==> src/rtl/bdrv_pkg.sv <==
package bdrv_pkg;

   typedef enum logic [2:0] {
      MD_SLEEP     = 3'd0,
      MD_WAKE      = 3'd1,
      MD_RUN       = 3'd2,
      MD_WARN      = 3'd3,
      MD_SOFTERR   = 3'd4,
      MD_LATCHERR  = 3'd5,
      MD_GOSLEEP   = 3'd6,
      MD_SUPPLYERR = 3'd7
   } bdrv_mode_e;

   typedef enum logic [2:0] {
      FC_NONE   = 3'd0,
      FC_WARN   = 3'd1,
      FC_FORCE  = 3'd2,
      FC_LATCH  = 3'd3,
      FC_SUPPLY = 3'd4
   } bdrv_fclass_e;

endpackage

==> src/rtl/bdrv_en_qual.sv <==
module bdrv_en_qual #(
   parameter int CLK_PER_US = 100,
   parameter int RST_US     = 2,
   parameter int SLEEP_US   = 415
) (
   input  logic clk,
   input  logic rst_n,
   input  logic en_i,
   output logic lo_qual_o,
   output logic sleep_due_o
);
   localparam int CW = $clog2(SLEEP_US + 1);
   localparam int PW = (CLK_PER_US > 1) ? $clog2(CLK_PER_US) : 1;

   generate
      if (CLK_PER_US < 1) begin : g_bad_clk
         $error("CLK_PER_US must be at least 1");
      end
      if (RST_US < 1 || RST_US >= SLEEP_US) begin : g_bad_win
         $error("RST_US must be at least 1 and below SLEEP_US");
      end
   endgenerate

   logic          us_tick;
   logic [CW-1:0] lo_q;

   generate
      if (CLK_PER_US == 1) begin : g_direct
         assign us_tick = ~en_i;
      end else begin : g_presc
         logic [PW-1:0] pre_q;
         always_ff @(posedge clk or negedge rst_n) begin
            if (!rst_n)                             pre_q <= '0;
            else if (en_i)                          pre_q <= '0;
            else if (pre_q == PW'(CLK_PER_US - 1))  pre_q <= '0;
            else                                    pre_q <= pre_q + 1'b1;
         end
         assign us_tick = ~en_i & (pre_q == PW'(CLK_PER_US - 1));
      end
   endgenerate

   always_ff @(posedge clk or negedge rst_n) begin
      if (!rst_n)                                 lo_q <= '0;
      else if (en_i)                              lo_q <= '0;
      else if (us_tick && lo_q != CW'(SLEEP_US))  lo_q <= lo_q + 1'b1;
   end

   assign lo_qual_o   = ~en_i & (lo_q >= CW'(RST_US));
   assign sleep_due_o = ~en_i & (lo_q == CW'(SLEEP_US));

endmodule

==> src/rtl/bdrv_fault_rank.sv <==
module bdrv_fault_rank #(
   parameter int NUM_WARN = 3
) (
   input  logic                  uvlo_i,
   input  logic                  scd_i,
   input  logic                  lvl_open_i,
   input  logic                  vreg_uv_i,
   input  logic [NUM_WARN-1:0]   warn_i,
   output bdrv_pkg::bdrv_fclass_e fclass_o
);
   import bdrv_pkg::*;

   generate
      if (NUM_WARN < 1) begin : g_bad_warn
         $error("NUM_WARN must be at least 1");
      end
   endgenerate

   logic any_warn;
   assign any_warn = |warn_i;

   always_comb begin
      if (uvlo_i)                       fclass_o = FC_SUPPLY;
      else if (scd_i)                   fclass_o = FC_LATCH;
      else if (lvl_open_i || vreg_uv_i) fclass_o = FC_FORCE;
      else if (any_warn)                fclass_o = FC_WARN;
      else                              fclass_o = FC_NONE;
   end

endmodule

==> src/rtl/bdrv_mode_fsm.sv <==
module bdrv_mode_fsm (
   input  logic                   clk,
   input  logic                   rst_n,
   input  logic                   en_i,
   input  logic                   lo_qual_i,
   input  logic                   sleep_due_i,
   input  logic                   bs_ready_i,
   input  bdrv_pkg::bdrv_fclass_e fclass_i,
   output bdrv_pkg::bdrv_mode_e   mode_o
);
   import bdrv_pkg::*;

   bdrv_mode_e mode_q, mode_d;

   always_comb begin
      mode_d = mode_q;
      if (fclass_i == FC_SUPPLY && mode_q != MD_SLEEP && mode_q != MD_SUPPLYERR) begin
         mode_d = MD_SUPPLYERR;
      end else if (lo_qual_i && mode_q != MD_SLEEP && mode_q != MD_SUPPLYERR
                   && mode_q != MD_GOSLEEP) begin
         mode_d = MD_GOSLEEP;
      end else begin
         unique case (mode_q)
            MD_SLEEP:     if (en_i && fclass_i != FC_SUPPLY) mode_d = MD_WAKE;
            MD_SUPPLYERR: if (lo_qual_i) mode_d = MD_SLEEP;
            MD_GOSLEEP: begin
               if (en_i)             mode_d = MD_WAKE;
               else if (sleep_due_i) mode_d = MD_SLEEP;
            end
            MD_WAKE: begin
               if (fclass_i == FC_LATCH)                     mode_d = MD_LATCHERR;
               else if (bs_ready_i && fclass_i == FC_NONE)   mode_d = MD_RUN;
            end
            MD_LATCHERR: mode_d = MD_LATCHERR;
            MD_RUN, MD_WARN, MD_SOFTERR: begin
               unique case (fclass_i)
                  FC_LATCH: mode_d = MD_LATCHERR;
                  FC_FORCE: mode_d = MD_SOFTERR;
                  FC_WARN:  mode_d = MD_WARN;
                  default:  mode_d = MD_RUN;
               endcase
            end
            default: mode_d = MD_SLEEP;
         endcase
      end
   end

   always_ff @(posedge clk or negedge rst_n) begin
      if (!rst_n) mode_q <= MD_SLEEP;
      else        mode_q <= mode_d;
   end

   assign mode_o = mode_q;

endmodule

==> src/rtl/bdrv_mode_ctrl.sv <==
module bdrv_mode_ctrl #(
   parameter int CLK_PER_US = 100,
   parameter int RST_US     = 2,
   parameter int SLEEP_US   = 415
) (
   input  logic clk,
   input  logic rst_n,
   input  logic en_i,
   input  logic uvlo_i,
   input  logic scd_i,
   input  logic lvl_open_i,
   input  logic vreg_uv_i,
   input  logic ov_i,
   input  logic ot_i,
   input  logic oc_i,
   input  logic bs_ready_i,
   output logic err_n_o,
   output logic gates_off_o,
   output logic bs_charge_o,
   output logic sleep_o
);
   import bdrv_pkg::*;

   localparam int NUM_WARN = 3;

   logic         lo_qual, sleep_due;
   bdrv_fclass_e fclass;
   bdrv_mode_e   mode;

   bdrv_en_qual #(
      .CLK_PER_US(CLK_PER_US),
      .RST_US    (RST_US),
      .SLEEP_US  (SLEEP_US)
   ) u_en_qual (
      .clk        (clk),
      .rst_n      (rst_n),
      .en_i       (en_i),
      .lo_qual_o  (lo_qual),
      .sleep_due_o(sleep_due)
   );

   bdrv_fault_rank #(.NUM_WARN(NUM_WARN)) u_rank (
      .uvlo_i    (uvlo_i),
      .scd_i     (scd_i),
      .lvl_open_i(lvl_open_i),
      .vreg_uv_i (vreg_uv_i),
      .warn_i    ({ov_i, ot_i, oc_i}),
      .fclass_o  (fclass)
   );

   bdrv_mode_fsm u_fsm (
      .clk        (clk),
      .rst_n      (rst_n),
      .en_i       (en_i),
      .lo_qual_i  (lo_qual),
      .sleep_due_i(sleep_due),
      .bs_ready_i (bs_ready_i),
      .fclass_i   (fclass),
      .mode_o     (mode)
   );

   always_comb begin
      err_n_o     = (mode == MD_RUN);
      gates_off_o = (mode != MD_RUN) && (mode != MD_WARN);
      bs_charge_o = (mode == MD_WAKE);
      sleep_o     = (mode == MD_SLEEP) || (mode == MD_SUPPLYERR);
   end

   // supply lockout silences the bridge on the next cycle
   p_uvlo_off_r4: assert property (@(posedge clk) disable iff (!rst_n)
      uvlo_i |=> (gates_off_o && !err_n_o && !bs_charge_o));

   // latched short circuit error holds until an enable reset
   p_latch_hold_r7: assert property (@(posedge clk) disable iff (!rst_n)
      (mode == MD_LATCHERR && !lo_qual && !uvlo_i) |=> (mode == MD_LATCHERR));

   // a warning in run keeps gates enabled while flagging
   p_warn_run_r5: assert property (@(posedge clk) disable iff (!rst_n)
      (mode == MD_RUN && fclass == FC_WARN && !lo_qual) |=> (!err_n_o && !gates_off_o));

   // a qualified enable reset keeps the flag low
   p_reset_err_low_r9: assert property (@(posedge clk) disable iff (!rst_n)
      lo_qual |=> !err_n_o);

   // leaving wake-up for run needs charged bootstraps
   p_wake_exit_r2: assert property (@(posedge clk) disable iff (!rst_n)
      ($past(mode) == MD_WAKE && mode == MD_RUN) |-> $past(bs_ready_i));

   // sleep never charges bootstraps nor releases gates
   p_sleep_quiet_r3: assert property (@(posedge clk) disable iff (!rst_n)
      sleep_o |-> (!bs_charge_o && gates_off_o));

endmodule

==> config.mk <==
export PLATFORM = sky130hd
export DESIGN_NAME = bdrv_mode_ctrl
export DESIGN_NICKNAME = d
export VERILOG_FILES = /design/src/rtl/bdrv_pkg.sv /design/src/rtl/bdrv_en_qual.sv /design/src/rtl/bdrv_fault_rank.sv /design/src/rtl/bdrv_mode_fsm.sv /design/src/rtl/bdrv_mode_ctrl.sv
export SDC_FILE = /design/constraint.sdc
export NUM_CORES = 1
export LEC_CHECK = 0
export BUFFER_PORTS_ARGS = -buffer_cell sky130_fd_sc_hd__buf_4
export CORE_ASPECT_RATIO = 1.75
export CORE_MARGIN = 1.5
export CORE_UTILIZATION = 32
export CTS_BUF_LIST = sky130_fd_sc_hd__clkbuf_8
export DETAILED_ROUTE_END_ITERATION = 10
export SYNTH_ARGS = -nofsm -noshare
export SYNTH_HDL_FRONTEND = slang
export SYNTH_SLANG_ARGS = --single-unit
==> constraint.sdc <==
create_clock -name clk -period 2.09 [get_ports clk]
set_input_delay 0.5225 -clock clk [delete_from_list [all_inputs] [get_ports clk]]
set_output_delay 0.5225 -clock clk [all_outputs]
set_load 0.01 [all_outputs]
# After elaboration in Yosys (flattened, before gate mapping)
# Cells that the tools add are included.
# totals
wordCells,69
ff_bits,19
out_inout_bits,4
# classes
n_addsub,2
n_lt_le_gt_ge,1
n_mux,18
reduce_logical,18
n_eq_ne,23
bitwise_logic,4
# ops
op,count
$mux 3,11
$mux 9,2
$pmux 3 s6,1
$eq 3x3->1 const B,5
$mux 7,2
$eq 3x2->1 const B,4
$add 9x1->9 const B,1
$eq 9x9->1 const B,1
$ge 9x2->1 const B,1
$logic_and 1x1->1,9
$ne 3x3->1 const B,3
$ne 9x9->1 const B,1
$pmux 3 s3,1
$ne 4x1->1 const B,2
$add 7x1->7 const B,1
$eq 7x7->1 const B,1
$eq 3x1->1 const B,2
$logic_not 3->1,2
$ne 3x2->1 const B,2
$reduce_or 3->1,2
$ne 5x1->1 const B,1
$ne 5x3->1 const B,1
$reduce_and 4->1,1
$and 1x1->1,3
5 further kinds,6

# Depth between registers and ports, before layout
# logic_depth
ltp_word,12
ltp_mapped,7

# Cells and area by module
# Synthesis repeated with hierarchy kept, for this count alone.
# hier_totals
cells_unflattened,140
hier_area_um2,1224.9
# modules_own_cells
module,area_each_um2,seq_area_each_um2,n_inst,cells_per_inst
bdrv_en_qual,834.6,400.4,1,86
bdrv_mode_fsm,320.3,75.1,1,42
bdrv_fault_rank,37.5,0.0,1,6
bdrv_mode_ctrl,32.5,0.0,1,6

# Worst setup path after synthesis
# OpenSTA, ideal clock, no wires.
# synth_path
path_kind,in2reg
startpoint,in uvlo_i
endpoint,reg u_fsm.mode_q[0] (netlist: u_fsm.mode_o[0])
n_path_buf,1
path_slack_ns,0.254
setup_time_ns,0.125
stages,6
t_arrival_ns,1.711
path_cell_list,buf_2 -> nor3_1 -> and3_1 -> o211ai_1 -> a22oi_2 -> mux2_2
# synth_between
elab_chain_cells,6
elab_cells_between_ends,21
# synth_lines
item,line_no,text
start: declaration,bdrv_mode_ctrl.sv:9,"input logic uvlo_i,"
$mux 3 (*),bdrv_fault_rank.sv:23,if (uvlo_i) fclass_o = FC_SUPPLY;
"$eq 3x1->1, or another cell as far along",bdrv_mode_fsm.sv:36,unique case (fclass_i)
"$pmux 3 s3, or another cell as far along",bdrv_mode_fsm.sv:36,
$pmux 3 s6 / $logic_and 1x1->1 (equally long branches),"bdrv_mode_fsm.sv:23, bdrv_mode_fsm.sv:17",
"$mux 3, or another cell as far along",bdrv_mode_fsm.sv:19,end else if (lo_qual_i && mode_q != MD_SLEEP && mode_q != MD_SUPPLYERR
$mux 3 / $reduce_and 4->1 (equally long branches),-,
end signal: assignment,bdrv_mode_fsm.sv:50,else mode_q <= mode_d;
end: declaration,bdrv_mode_fsm.sv:13,"bdrv_mode_e mode_q, mode_d;"
# Mark *: on every way between the ends. The rest lies on a longest branch, timed or not.
# A chain may end at the register's enable or synchronous reset.

# Worst setup path after layout
# layout_path
startpoint,reg u_fsm.mode_q[1] (netlist: u_fsm.mode_o[1])
endpoint,out sleep_o
# layout_between
elab_chain_cells,2
elab_cells_between_ends,3
# layout_lines
item,line_no,text
$eq 3x3->1 / $logic_not 3->1 (equally long branches),bdrv_mode_ctrl.sv:66,sleep_o = (mode == MD_SLEEP) || (mode == MD_SUPPLYERR);
$logic_or 1x1->1 (*),bdrv_mode_ctrl.sv:66,
end: declaration,bdrv_mode_ctrl.sv:20,output logic sleep_o
# Marked as above.

==> summary.txt <==
Place
  – Buffers on Ports: 14
  – Hpwl dp: 2030 um
  – Placed inst area: 1380 um^2
  – Routability cong.: 0.705

Setup path
  – Buf+Inv Stages, Crit Path: 1
  – Arr. time, crit path: 1410 ps
  – FF-to-FF setup slack: 170 ps
  – Crit path max-delay family: simple AND/OR/NAND/NOR gates
  – Setup CP Type: flop to output pin
  – CP max FO: 12
  – Endpoint class of the critical path: output pin
  – Critical Path RT: 1570 ps
  – Cell Chain, Critical Path: or3_1, nand2_1, buf_4
  – CP max-delay cell: dfrtp_1
  – Max incr delay on CP: 510 ps
  – Worst setup SP type: flop

Timing
  – Period utilization: 92.3%
  – Final min period: 1930 ps
  – Max Slew Vio Count: 0
  – Final hold violation count: 0
  – Peak Freq: 518 MHz
  – Setup_tns: 0 ps
  – Worst hold slack: 116 ps
  – Worst Max-Slew Pin Slew: 354 ps
  – Clock skew: 0.899 ps
  – Worst rel slew slack: 76.4%
  – Unrepaired setup endpoints after global routing: false
  – Final setup fails: 0

CTS
  – Clk pin slew, worst setup/hold paths: 70 ps
  – Root buf cell: clkbuf_8
  – Clock buffer depth: 2
  – # hold bufs at CTS: 0
  – Num CTS Buffers: 3
  – Clk sinks: 19
  – CTS tree: yes
  – Post-CTS setup buffers: 0
  – H-tree levels: 1
  – Post-CTS sizing: 0
  – Worst-Skew Late Latency: 260 ps

Global route
  – First-pass GRT wire length: 4550 um
  – Largest net degree at the start of global routing: 23
  – Overall Global Routing Usage: 13.8%
  – Vias in the first global route: 1069
  – Antenna violations before repair: 0
  – Overflow after GRT: 0

Routing
  – DR pass1 iterations: 4
  – Vias: 1040
  – Antenna Nets Post-Route: 0
  – Post-DR vias/cell: 5.33
  – DRT Wirelength: 2560 um
  – Initial detailed-routing violation count: 13
  – Routed len/inst: 13.1 um
  – DRC: 0

Final layout
  – Fillers: 360
  – Nets: 164
  – Synth-to-layout area growth: 14.9%
  – Post-Layout Inst Area: 1420 um^2
  – Layout cells sized above 1: 19.5%
  – Antenna Cells: 0

Synthesis
  – Synthesis-stage register bit count: 19
  – Cell taking the most area after synthesis: dfrtp_1
  – Dominant synthesized flop cell: dfrtp_1
  – Post-synth ARST share: 100%
  – Most instantiated cells after synthesis: dfrtp_1, nor2_1, nand3_1
  – Area contributors post-synth: dfrtp_1, nor2_1, xor2_1, and3_1, ha_1
  – Syn Std Cell Area: 1240 um^2
  – Avg Inst Size Synth: 9.11 um^2
  – Synth Instances: 136
  – Post-synthesis sequential area ratio: 38.4%
  – Syn nets: 150
  – Synth unique cells: 42
  – EDFF count, synth: 0
  – Yosys top cell area share: 38.4%
  – Yosys warns: 0

Floorplan
  – # IOs: 15
  – DIE AREA: 4270 um^2
  – Starting Density: 33.8%
  – Die height: 85.3 um
  – Core Rows: 29
  – Core box area: 3660 um^2
  – Die W: 50.0 um

Run
  – Max-cap violation count: 0

Pwr
  – P per Cell Area: 835 nW/um^2
  – Static leakage: 0.601 nW
  – Maximum VDD drop: 445 uV

Outcome
  – Status: complete, no violations

Worst hold path
  – Min-Delay Path Class: primary input to asynchronous set/reset pin
-- registers in the layout, indices dropped and copies added, names as in the netlist --
signal,flops
u_en_qual.g_presc.pre_q,7
u_fsm.mode_o,3
u_en_qual.lo_q,9
-- layout make-up --
type	instances	area, um^2	share of cell area (%)
clock inverter	1	5.00	0.351
inverter	3	11.3	0.791
clock buffer	3	41.3	2.90
sequential	19	475	33.4
tap	46	57.6	4.04
timing repair buffer	16	120	8.44
multi-input combinational	107	713	50.1
-- through the flow --
stage | util, % | power, mW | cells | setup WS [ps]
2_1_floorplan | - | 0.828 | 136 | 254
3_3_place_gp | 37.6 | 0.917 | 191 | 103
3_5_place_dp | 37.6 | 0.933 | 191 | 130
4_1_cts | 38.9 | 1.20 | 195 | 151
5_1_grt | 38.9 | 1.27 | 195 | 16.4
6_report | 38.9 | 1.19 | 195 | 161
-- cell usage in the layout (no fill, tap or decap), drive strengths merged, types with 4 or more instances in the layout --
cell	count
nor3	5
or3	4
dfrtp	19
xor2	6
nor2	19
nand3	7
nand2b	4
xnor2	4
buf	16
nand2	8
and3	6
-- final timing paths --
check,end,start,cells past startpoint
worst min register to register,u_en_qual.g_presc.pre_q[0],u_en_qual.g_presc.pre_q[0],1
worst max register to register,u_en_qual.lo_q[7],u_en_qual.lo_q[1],6
worst min-delay path,u_en_qual.g_presc.pre_q[3],rst_n,1
max in group asynchronous,u_en_qual.lo_q[2],rst_n,1
min in group clk,u_en_qual.g_presc.pre_q[0],u_en_qual.g_presc.pre_q[0],1
worst max-delay path,sleep_o,u_fsm.mode_o[1],3
-- report_power, final --
part	internal (mW)	switching (mW)	total, mW
Clock	0.133	0.132	0.265
Sequential	0.402	0.0932	0.495
Combinational	0.229	0.199	0.428
Total	0.764	0.424	1.19
-- layer usage --
layer	routed length, um	share of wire, %	vias up	track usage [%]
met5	0	0	-	0
met4	85	3.3	0	8.59
met3	92	3.6	7	2.46
met2	1390	54	22	24.8
met1	985	39	496	14.2
li1	-	-	515	-
-- cells by family (layout without fill, tap and decap cells) --
logic type               after synthesis  after routing  share of synthesized area (%)
XOR/XNOR                              10             10                           7.07
multiplexers                           2              2                           1.82
buffers and inverters                 10             23                           4.04
flip-flops                            19             19                           38.4
adder cells (fa/ha/maj)                3              3                           3.03
AO/OA/AOI/OAI                         21             21                           13.0
AND/OR/NAND/NOR                       71             71                           32.6
(Power assumes the default switching activity.)
